[config.mk]
export PLATFORM = sky130hd
export DESIGN_NAME = synth_div_chain
export DESIGN_NICKNAME = d
export VERILOG_FILES = /design/src/rtl/sdc_pkg.sv /design/src/rtl/sdc_ref_prescale.sv /design/src/rtl/sdc_fb_divider.sv /design/src/rtl/sdc_out_divider.sv /design/src/rtl/synth_div_chain.sv
export SDC_FILE = /design/constraint.sdc
export NUM_CORES = 1
export LEC_CHECK = 0
export ABC_CLOCK_PERIOD_IN_PS = 3100
export BUFFER_PORTS_ARGS = -buffer_cell sky130_fd_sc_hd__buf_2
export CORE_ASPECT_RATIO = 1.2
export CORE_MARGIN = 5
export CORE_UTILIZATION = 56
export DETAILED_ROUTE_END_ITERATION = 12
export MAX_ROUTING_LAYER = met4
export PLACE_DENSITY = 0.79
export SYNTH_ARGS = -nofsm -noshare
export SYNTH_HDL_FRONTEND = slang
export SYNTH_SLANG_ARGS = --single-unit
[constraint.sdc]
create_clock -name clk_i -period 3.1 [get_ports clk_i]
set_input_delay 0.465 -clock clk_i [delete_from_list [all_inputs] [get_ports clk_i]]
set_output_delay 0.465 -clock clk_i [all_outputs]
set_load 0.05 [all_outputs]
[src/rtl/sdc_pkg.sv]
package sdc_pkg;

    localparam int N_CODE_W = 2;
    localparam int RATIO_W  = 4;
    localparam int SEL_W    = 3;

    typedef enum logic [SEL_W-1:0] {
        TS_SHIFT     = 3'd0,
        TS_HIGH      = 3'd1,
        TS_REF       = 3'd2,
        TS_FB        = 3'd3,
        TS_FOUT      = 3'd4,
        TS_LOW       = 3'd5,
        TS_FB_SLOW   = 3'd6,
        TS_FOUT_SLOW = 3'd7
    } test_sel_e;

    typedef struct packed {
        logic ref_div;
        logic fb_div;
        logic fout;
        logic fout_q;
    } taps_t;

    // ratio code is deliberately non-monotonic: 11 means divide by one
    function automatic logic [RATIO_W-1:0] out_ratio(input logic [N_CODE_W-1:0] code);
        case (code)
            2'b00:   return 4'd2;
            2'b01:   return 4'd4;
            2'b10:   return 4'd8;
            default: return 4'd1;
        endcase
    endfunction

endpackage

[src/rtl/sdc_ref_prescale.sv]
module sdc_ref_prescale #(
    parameter int PRE_W = 4
) (
    input  logic clk_i,
    input  logic rst_i,
    input  logic stb_i,
    output logic div_o
);
    logic [PRE_W-1:0] cnt;

    always_ff @(posedge clk_i) begin
        if (rst_i) begin
            cnt   <= '0;
            div_o <= 1'b0;
        end else if (stb_i) begin
            cnt <= cnt + 1'b1;
            if (&cnt) div_o <= ~div_o;
        end
    end
endmodule

[src/rtl/sdc_fb_divider.sv]
module sdc_fb_divider #(
    parameter int M_W = 9
) (
    input  logic           clk_i,
    input  logic           rst_i,
    input  logic           stb_i,
    input  logic [M_W-1:0] m_i,
    output logic           div_o
);
    logic [M_W-1:0] rem;
    logic           phase;
    logic [M_W-1:0] load;

    assign load = (m_i == '0) ? M_W'(1) : m_i;

    // ratio is sampled only at terminal count; output toggles every 2nd one
    always_ff @(posedge clk_i) begin
        if (rst_i) begin
            rem   <= '0;
            phase <= 1'b0;
            div_o <= 1'b0;
        end else if (stb_i) begin
            if (rem == '0) begin
                rem   <= load - M_W'(1);
                phase <= ~phase;
                if (phase) div_o <= ~div_o;
            end else begin
                rem <= rem - M_W'(1);
            end
        end
    end
endmodule

[src/rtl/sdc_out_divider.sv]
module sdc_out_divider
    import sdc_pkg::*;
(
    input  logic                clk_i,
    input  logic                rst_i,
    input  logic                stb_i,
    input  logic [N_CODE_W-1:0] code_i,
    output logic                fout_o,
    output logic                fout_q_o
);
    localparam int CNT_W = RATIO_W - 1;

    logic [CNT_W-1:0]   rem;
    logic [RATIO_W-1:0] ratio_m1;
    logic [1:0]         quarter;
    logic               rise;

    assign ratio_m1 = out_ratio(code_i) - 1'b1;
    assign rise     = stb_i && (rem == '0) && !fout_o;
    assign fout_q_o = quarter[1];

    always_ff @(posedge clk_i) begin
        if (rst_i) begin
            rem    <= '0;
            fout_o <= 1'b0;
        end else if (stb_i) begin
            if (rem == '0) begin
                rem    <= ratio_m1[CNT_W-1:0];
                fout_o <= ~fout_o;
            end else begin
                rem <= rem - 1'b1;
            end
        end
    end

    always_ff @(posedge clk_i) begin
        if (rst_i)     quarter <= '0;
        else if (rise) quarter <= quarter + 1'b1;
    end
endmodule

[src/rtl/synth_div_chain.sv]
module synth_div_chain
    import sdc_pkg::*;
#(
    parameter int M_W   = 9,
    parameter int PRE_W = 4
) (
    input  logic                clk_i,
    input  logic                rst_i,
    input  logic                vco_stb_i,
    input  logic                ref_stb_i,
    input  logic                sck_stb_i,
    input  logic                shift_bit_i,
    input  logic [M_W-1:0]      fb_div_i,
    input  logic [N_CODE_W-1:0] out_div_i,
    input  logic [SEL_W-1:0]    test_sel_i,
    output logic                fout_o,
    output logic                test_o
);
    test_sel_e sel;
    taps_t     taps;
    logic      fb_stb;
    logic      out_stb;

    assign sel     = test_sel_e'(test_sel_i);
    assign fb_stb  = (sel == TS_FB_SLOW)   ? sck_stb_i : vco_stb_i;
    assign out_stb = (sel == TS_FOUT_SLOW) ? sck_stb_i : vco_stb_i;

    sdc_ref_prescale #(.PRE_W(PRE_W)) u_ref (
        .clk_i (clk_i),
        .rst_i (rst_i),
        .stb_i (ref_stb_i),
        .div_o (taps.ref_div)
    );

    sdc_fb_divider #(.M_W(M_W)) u_fb (
        .clk_i (clk_i),
        .rst_i (rst_i),
        .stb_i (fb_stb),
        .m_i   (fb_div_i),
        .div_o (taps.fb_div)
    );

    sdc_out_divider u_out (
        .clk_i    (clk_i),
        .rst_i    (rst_i),
        .stb_i    (out_stb),
        .code_i   (out_div_i),
        .fout_o   (taps.fout),
        .fout_q_o (taps.fout_q)
    );

    assign fout_o = taps.fout;

    always_comb begin
        case (sel)
            TS_SHIFT:   test_o = shift_bit_i;
            TS_HIGH:    test_o = 1'b1;
            TS_REF:     test_o = taps.ref_div;
            TS_FB,
            TS_FB_SLOW: test_o = taps.fb_div;
            TS_FOUT:    test_o = taps.fout;
            TS_LOW:     test_o = 1'b0;
            default:    test_o = taps.fout_q;
        endcase
    end
endmodule

==> results.json, run 1 <==
{
  "cts-hold-fix-buffers": 0,
  "syn_inst": 165,
  "grt.total_usage_pct": 18.1,
  "grt_pass1_vias": 1250,
  "fin_crit_ns": 2.70,
  "vias": 1305,
  "antenna_found_initial": 0,
  "routedWlPerCell_um": 14.2,
  "p_clk_share_pct": 9.7,
  "yosysTopAreaCell": "dfxtp_1",
  "syn_area_um2": 1410,
  "die_width_um": 55.7,
  "drcViolationCount": 0,
  "finalHoldViolCount": 0,
  "synthDistinctLibCells": 54,
  "power.internal_mw": 0.710,
  "worstMarginPinSlew_ns": 0.674,
  "htree_levels": 1,
  "core_area_um2": 2480,
  "setup_viol": 0,
  "die_h_um": 64.9,
  "path_class": "flip-flop to flip-flop",
  "stdcell_area_um2": 1520,
  "maxCapViolCount": 0,
  "synth_edf_count": 0,
  "dieArea_um2": 3620,
  "drtAntennaViolNets": 0,
  "crit_arrival_ns": 2.93,
  "cts_sinks": 22,
  "synth-seq-cells": 22,
  "cts-resized-gates": 0,
  "clock_skew_ns": 0.00877,
  "clkLatencyLatePin_ns": 0.30,
  "pwr-share-comb_pct": 55.1,
  "cts_max_path_buffers": 2,
  "cp_slowest_cell": "a2111oi_1",
  "post_cts_buffers": 0,
  "path_cells": "or4_1 > nor3_4 > a21oi_1 > ha_1 > nor4b_2 > o41ai_2 > a2111oi_1 > nor2_1 > a221oi_2",
  "hold_class": "input port to flip-flop",
  "postSynthNetCount": 188,
  "power_density_nw_per_um2": 837,
  "antenna_cells": 0,
  "ys_seq_area_share_pct": 31.3,
  "hpwl_mm": 2.38,
  "end_kind": "flip-flop",
  "clk_pin_slew_ns": 0.11,
  "vias_per_cell": 6.01,
  "routed_wl_mm": 3.09,
  "syn2layout_area_growth_pct": 7.74,
  "firstDrtPassIters": 4,
  "post-route-period-util_pct": 87.1,
  "portBuffers": 21,
  "p_seq_share_pct": 35.2,
  "worst-path-max-fanout": 8,
  "avgSynthCellArea_um2": 8.52,
  "cts_buffers": 3,
  "n_fill_cell": 243,
  "nets": 209,
  "start_util_pct": 56.8,
  "grt_pass1_wl_mm": 5.31,
  "crit_path_start_kind": "flip-flop",
  "setup_tns_ns": 0,
  "synthFlopType": "dfxtp_1",
  "yosys.area.top_type_share_pct": 31.3,
  "layout-drive-gt1-share_pct": 20.1,
  "post_dp_cell_area_um2": 1490,
  "io_pins": 22,
  "ys.warnings.count": 0,
  "ys_async_sr_fraction_pct": 0,
  "tritoncts": "built",
  "rsz0062_at_grt": "false",
  "num_rows": 20,
  "peakVddDrop_mv": 0.423,
  "final_cell_mix": "nor2_1, dfxtp_1, buf_2",
  "pre_cts_ws_ns": 0.321,
  "setup_slack_ns": 0.399,
  "drv_slew": 0,
  "synth_area_leaders": "dfxtp_1, nor2_1, mux2i_1, nand2_1, xnor2_1",
  "cpPeakStageDelay_ns": 0.58,
  "p_leak_nw": 0.586,
  "cts_root_buf": "clkbuf_4",
  "status": "finished, final reports clean",
  "fmax_mhz": 370,
  "drtIter0Drc": 71,
  "grt_max_degree": 24,
  "grt_overflow": 0,
  "crit_required_ns": 3.32,
  "gp_congestion": 0.806,
  "final_common_cell": "nor2_1",
  "relSlewSlack_pct": 53.8,
  "power.switching_mw": 0.558,
  "switching_share_pct": 44.0
}
cell usage after synthesis, drive strengths merged, types with 2 or more instances:
| cell | instances |
|---|---|
| a41oi | 2 |
| o21a | 2 |
| buf | 4 |
| xnor2 | 5 |
| nand2 | 13 |
| a21o | 2 |
| a31oi | 3 |
| a211oi | 5 |
| or4 | 2 |
| nand3 | 2 |
| ha | 3 |
| a221oi | 2 |
| nand4 | 5 |
| clkbuf | 2 |
| a21oi | 4 |
| a2111o | 2 |
| inv | 7 |
| nor3 | 7 |
| o21ai | 3 |
| nor2 | 30 |
| dfxtp | 22 |
| nand3b | 2 |
| xor2 | 3 |
| nor4b | 3 |
| nor4 | 4 |
| mux2i | 5 |
flip-flops by register name, summed over array words and instances, names as in the netlist:
signal	cells
u_fb.div_o	1
u_fb.phase	1
u_fb.rem	9
u_out.fout_o	1
u_out.quarter	2
u_out.rem	3
u_ref.cnt	4
u_ref.div_o	1
layout make-up:
cell class | instances | area, µm² | area share, %
well taps | 33 | 41.3 | 2.73
inverters | 7 | 26.3 | 1.73
flip-flops and latches | 22 | 440 | 29.1
repair buffers | 23 | 120 | 7.93
clock buffers | 3 | 22.5 | 1.49
multi-input cells | 129 | 865 | 57.1
worst max-delay path: cells and delay by family, from the launching register on:
family / cells / cell delay (ns)
compound gates: 4 / 1.16
simple gates: 4 / 0.75
flops: 1 / 0.48
fa+ha+maj: 1 / 0.23
per-stage QoR:
| stage | utilization (%) | power, mW | hold slack [ns] | std cells |
|---|---|---|---|---|
| global route | 61.2 | 1.37 | 0.499 | 217 |
| detailed placement | 60.3 | 1.14 | 0.508 | 214 |
| global placement | 60.3 | 1.11 | 0.492 | 214 |
| finish | 61.2 | 1.27 | 0.474 | 217 |
| floorplan | - | 1.05 | 0.477 | 165 |
| CTS | 61.2 | 1.26 | 0.468 | 217 |
power groups by stage:
stage | registers, mW | logic (mW) | clock network (mW)
after detailed placement | 0.448 | 0.688 | 0
after floorplan | 0.417 | 0.631 | 0
after global placement | 0.442 | 0.667 | 0
after CTS | 0.442 | 0.693 | 0.130
final | 0.446 | 0.699 | 0.123
after global routing | 0.457 | 0.776 | 0.139
per-layer routing:
| layer | vias up | global-route usage (%) | share of wire (%) |
|---|---|---|---|
| li1 | 662 | - | - |
| met1 | 608 | 21.1 | 45 |
| met2 | 31 | 32.7 | 50 |
| met3 | 4 | 2.59 | 4.0 |
| met4 | 0 | 4.56 | 0.78 |
| met5 | - | - | 0 |
final timing paths:
kind                     from            to  slack [ns]  depth (start not counted)
hold / removal      ref_stb_i  u_ref.cnt[1]        0.47                          3
setup reg to reg  u_fb.rem[5]   u_fb.rem[6]        0.40                          9
setup / recovery  u_fb.rem[5]   u_fb.rem[6]        0.40                          9
hold reg to reg    u_fb.phase    u_fb.phase        0.53                          2
cells by family (layout without fill, tap and decap cells):
kind of cell,after synthesis,after routing,synth area share [%]
AND/OR/NAND/NOR,74,74,27.3
AO/OA/AOI/OAI,38,38,22.2
flip-flops,22,22,31.3
buffers and inverters,14,33,7.21
XOR/XNOR,8,8,4.98
multiplexers,6,6,4.36
adder cells (fa/ha/maj),3,3,2.67
Power figures use the tool's default switching activity.
==> run 2, diff against run 1 <==
- ABC_CLOCK_PERIOD_IN_PS: 3100 -> 3300
- CORE_UTILIZATION: 56 -> 60
- PLACE_DENSITY: 0.79 -> 0.84
- clock period: 3.1 -> 3.3 ns (I/O delays scaled with it)
==> run 2 against run 1 <==
  * Design area grew 0.74%
  * Sequential share of layout area shrank 0.21 points
  * Core utilization grew 6.4 points
  * Die area shrank 5.6%
  * Hold slack gained 0.0037 ns
  * Critical path type unchanged
  * Register-to-register slack is essentially flat
  * Clock power grew 20%
  * Cell count shrank 0.46%
  * Largest cell class unchanged
  * Sequential power shrank 6.3%
==> results.json, run 2 (synthesis gave the netlist of run 1 again) <==
{
  "status": "finished, final reports clean",
  "io_pins": 22,
  "clk_pin_slew_ns": 0.12,
  "fin_crit_ns": 2.89,
  "r2r-end": "u_fb.rem[6]",
  "final_cell_mix": "nor2_1, dfxtp_1, buf_2",
  "nets": 209,
  "hold_class": "input port to flip-flop",
  "tritoncts": "built",
  "n_fill_cell": 187,
  "maxCapViolCount": 0,
  "clkLatencyLatePin_ns": 0.31,
  "regMostFlops": "u_fb.rem",
  "reg_top3": "u_fb.rem x9, u_ref.cnt x4, u_out.rem x3",
  "drcViolationCount": 0,
  "ff2ff_path_depth": 10,
  "grt_overflow": 0,
  "wl_met1_mm": 1.30,
  "routedWlPerCell_um": 14.2,
  "portBuffers": 21,
  "layout-drive-gt1-share_pct": 20.5,
  "crit_required_ns": 3.53,
  "min_to": "u_ref.cnt[0]",
  "die_h_um": 63.0,
  "cts-resized-gates": 0,
  "grt_max_degree": 24,
  "grt_pass1_vias": 1275,
  "setup_tns_ns": 0,
  "worstMarginPinSlew_ns": 0.714,
  "relSlewSlack_pct": 51.1,
  "final_common_cell": "nor2_1",
  "p_leak_nw": 0.593,
  "fin_cells": 216,
  "post-route-period-util_pct": 87.5,
  "crit_arrival_ns": 3.12,
  "crit_path_start_kind": "flip-flop",
  "whs_path_depth": 3,
  "clock_skew_ns": 0.00136,
  "cts_sinks": 22,
  "route.met3.wl_um": 153,
  "grt.total_usage_pct": 21.3,
  "antenna_found_initial": 0,
  "dieArea_um2": 3420,
  "hpwl_mm": 2.34,
  "placed_cells": 212,
  "r2r_setup_slack_ns": 0.41,
  "fmax_mhz": 346,
  "start_util_pct": 62.3,
  "peakVddDrop_mv": 0.478,
  "worst-path-max-fanout": 12,
  "drv_slew": 0,
  "hp-start": "ref_stb_i",
  "r2r_start": "u_fb.rem[5]",
  "die_width_um": 54.2,
  "antenna_cells": 0,
  "largest_reg_flops": 9,
  "cts_root_buf": "clkbuf_4",
  "vias_per_cell": 6.20,
  "syn2layout_area_growth_pct": 8.54,
  "num_rows": 19,
  "power_density_nw_per_um2": 801,
  "firstDrtPassIters": 4,
  "gp_congestion": 0.903,
  "rsz0062_at_grt": "false",
  "cts-hold-fix-buffers": 0,
  "vias": 1339,
  "htree_levels": 1,
  "end_kind": "flip-flop",
  "grt_pass1_wl_mm": 5.49,
  "highest_layer": "met4",
  "setup_viol": 0,
  "cts_max_path_buffers": 2,
  "wl_met2_mm": 1.50,
  "finalHoldViolCount": 0,
  "cts_buffers": 3,
  "path_class": "flip-flop to flip-flop",
  "routed_wl_mm": 3.06,
  "post_cts_buffers": 0,
  "core_area_um2": 2260,
  "drtAntennaViolNets": 0,
  "drtIter0Drc": 58
}
## run 2: cell count changes in the layout (fill, tap and decap cells not counted), sizes merged
cell / delta
clkbuf: +1
## run 2: report_power, final
group	internal [mW]	switching, mW
Clock	0.0674	0.0807
Combinational	0.296	0.360
Sequential	0.329	0.0896
## run 2: per-layer routing
metal,vias up,GRT usage [%]
li1,658,-
met1,624,25.7
met2,46,32.8
met3,11,3.34
met4,0,11.8
met5,-,-
## run 2: per-stage QoR
step	utilization [%]	hold WS, ns	setup WS (ns)	power, mW	area (µm²)
after detailed placement	66.0	0.505	0.421	1.07	1490
after CTS	67.6	0.483	0.417	1.22	1530
after global routing	67.6	0.505	0.0817	1.33	1530
after floorplan	-	0.477	0.836	0.985	1410
after global placement	66.0	0.491	0.561	1.05	1490
final	67.6	0.477	0.412	1.22	1530
## run 2: how the worst max path moves through the flow
stage,from,end,slack (ns)
floorplan,fb_div_i[5],u_fb.rem[6],0.84
global placement,fb_div_i[5],u_fb.rem[6],0.56
detailed placement,fb_div_i[5],u_fb.rem[6],0.42
CTS,u_fb.rem[5],u_fb.rem[6],0.42
global route,u_fb.rem[5],u_fb.rem[6],0.08
finish,u_fb.rem[5],u_fb.rem[6],0.41
## run 2: layout make-up
type                            count  area (µm²)  area share, %
Multi-Input combinational cell    129         865           56.6
Inverter                            7        26.3           1.72
Clock buffer                        4        36.3           2.38
Sequential cell                    22         440           28.9
Tap cell                           31        38.8           2.54
Timing Repair Buffer               23         120           7.87
## run 2: critical path: stages (launching register included)
cell and delay [ns]:
dfxtp_1 0.48, or4_1 0.33, nor3_4 0.04, buf_4 0.18, a21oi_1 0.18, ha_1 0.23
nor4b_2 0.23, o41ai_2 0.14, a2111oi_1 0.62, nor2_1 0.11, a221oi_2 0.26
==> run 3, diff against run 2 <==
- RECOVER_POWER: not set -> 50
- SYNTH_HIERARCHICAL: not set -> 1
==> run 3 against run 2 <==
  * Power down 7.8%
  * Design area down 1.4%
  * Clock skew up 0.0076 ns
  * Global-route usage down 1.1 points
  * Sequential cell count unchanged
  * Non-clock buffer count down 2
  * Via count down 0.67%
  * Synthesized cell count down 2.4%
==> results.json, run 3 <==
{
  "syn_area_um2": 1370,
  "synth_top_family_by_area": "simple AND/OR/NAND/NOR gates",
  "final_cell_mix": "dfxtp_1, buf_2, nor2_1",
  "setup_tns_ns": 0,
  "end_kind": "flip-flop",
  "vias": 1330,
  "post_dp_cell_area_um2": 1490,
  "core_area_um2": 2230,
  "rsz0062_at_grt": "false",
  "drv_slew": 0,
  "dieArea_um2": 3340,
  "clock_skew_ns": 0.00895,
  "drtIter0Drc": 38,
  "synthMuxAreaShare_pct": 5.30,
  "p_leak_nw": 0.578,
  "fmax_mhz": 365,
  "synth-adder-area-share_pct": 3.47,
  "postSynthNetCount": 184,
  "n_fill_cell": 213,
  "post-route-period-util_pct": 83.0,
  "synthFlopType": "dfxtp_1",
  "worst-path-max-fanout": 15,
  "whs_ns": 0.513,
  "grt_pass1_wl_mm": 5.11,
  "num_rows": 19,
  "cts_buffers": 3,
  "grt.total_usage_pct": 20.2,
  "cts-resized-gates": 0,
  "routedWlPerCell_um": 14.9,
  "power_density_nw_per_um2": 749,
  "largest_reg_flops": 9,
  "portBuffers": 21,
  "hold_class": "flip-flop to flip-flop",
  "routed_wl_mm": 3.14,
  "fin_crit_ns": 2.74,
  "synth-seq-cells": 22,
  "synth_edf_count": 0,
  "firstDrtPassIters": 4,
  "layout-drive-gt1-share_pct": 19.4,
  "drtAntennaViolNets": 0,
  "gp_congestion": 0.909,
  "grt_pass1_vias": 1259,
  "clk_pin_slew_ns": 0.12,
  "hpwl_mm": 2.33,
  "finalPower_mw": 1.13,
  "avgSynthCellArea_um2": 8.51,
  "synthDistinctLibCells": 52,
  "crit_path_start_kind": "flip-flop",
  "nets": 205,
  "grt_overflow": 0,
  "die_width_um": 53.6,
  "ys_async_sr_fraction_pct": 0,
  "start_util_pct": 61.3,
  "ys.warnings.count": 6,
  "syn_inst": 161,
  "ys_seq_area_share_pct": 32.1,
  "cts_sinks": 22,
  "yosysTopAreaCell": "dfxtp_1",
  "post_cts_buffers": 0,
  "clkLatencyLatePin_ns": 0.30,
  "reg_top3": "u_fb/rem x9, u_ref/cnt x4, u_out/rem x3",
  "cts_root_buf": "clkbuf_4",
  "synth_area_leaders": "dfxtp_1, nor2_1, a21oi_1, mux2i_1, nand2_1",
  "status": "finished, final reports clean",
  "regMostFlops": "u_fb/rem",
  "worstMarginPinSlew_ns": 0.999,
  "relSlewSlack_pct": 33.4,
  "finalHoldViolCount": 0,
  "synth-compound-area-share_pct": 18.0,
  "antenna_cells": 0,
  "crit_required_ns": 3.45,
  "tritoncts": "built",
  "htree_levels": 1,
  "vias_per_cell": 6.30,
  "yosys.area.top_type_share_pct": 32.1,
  "synth_commonest_cells": "dfxtp_1, nor2_1, nand2_1",
  "antenna_found_initial": 0,
  "crit_arrival_ns": 2.89,
  "io_pins": 22,
  "drcViolationCount": 0,
  "grt_max_degree": 24,
  "stdcell_area_um2": 1510,
  "syn2layout_area_growth_pct": 9.86,
  "synth-simple-area-share_pct": 35.0,
  "setup_viol": 0,
  "synth.most_common_cell": "dfxtp_1",
  "synth-xor-area-share_pct": 3.84,
  "cts_max_path_buffers": 2,
  "peakVddDrop_mv": 0.547,
  "path_class": "flip-flop to flip-flop",
  "cts-hold-fix-buffers": 0,
  "final_common_cell": "dfxtp_1",
  "die_h_um": 62.3,
  "maxCapViolCount": 0
}
[run 3: changes by cell type in the layout (fill, tap and decap cells not counted), moves of 3 or more]
cell and delta:
a211oi_1 -3, a21oi_1 +6, a31oi_1 +4, inv_1 -5, nand2b_1 +4, nor2_1 -13
or3_1 +5, xnor2_1 -3
[run 3: final timing paths]
path / start / end / slack, ns / depth (start not counted)
worst min-delay path: u_out/quarter[1] / u_out/quarter[1] / 0.51 / 2
worst max register to register: u_fb/rem[5] / u_fb/rem[6] / 0.56 / 8
worst min register to register: u_out/quarter[1] / u_out/quarter[1] / 0.51 / 2
worst max-delay path: u_fb/rem[5] / u_fb/rem[6] / 0.56 / 8
[run 3: final cells by class]
class / count / area [µm²] / share of cell area (%)
Clock buffer: 3 / 22.5 / 1.50
Inverter: 2 / 7.51 / 0.499
Multi-Input combinational cell: 132 / 893 / 59.4
Sequential cell: 22 / 440 / 29.3
Tap cell: 31 / 38.8 / 2.58
Timing Repair Buffer: 21 / 103 / 6.82
[run 3: report_power, final]
| group | leakage, nW | switching (mW) | total (mW) | internal [mW] |
|---|---|---|---|---|
| combinational | 0.383 | 0.354 | 0.598 | 0.244 |
| clock | 0.0138 | 0.0737 | 0.116 | 0.0425 |
| sequential | 0.180 | 0.0805 | 0.413 | 0.333 |
[run 3: routing by layer]
layer,routed length (µm),GRT usage [%]
met1,1330,21.3
met2,1610,36.2
met3,130,2.15
met4,71,8.95
met5,0,-
[run 3: cell families after synthesis]
kind of cell	count (synthesis)
simple gates	79
compound gates	36
flops	22
buf+inv	7
mux	7
xor+xnor	6
fa+ha+maj	4
[run 3: critical path: stages, from the launching register on]
cell,delay [ns]
dfxtp_1,0.44
nor3_1,0.16
and3_1,0.36
a21oi_1,0.25
ha_1,0.28
or4b_1,0.46
a311oi_1,0.38
nand4b_1,0.17
a31oi_1,0.09
[run 3: stage by stage]
step	setup slack, ns	util [%]	instances
after floorplan	0.891	-	161
after global placement	0.792	66.7	208
after detailed placement	0.701	66.7	208
after CTS	0.668	67.7	211
after global routing	0.332	67.4	211
final	0.560	67.4	211
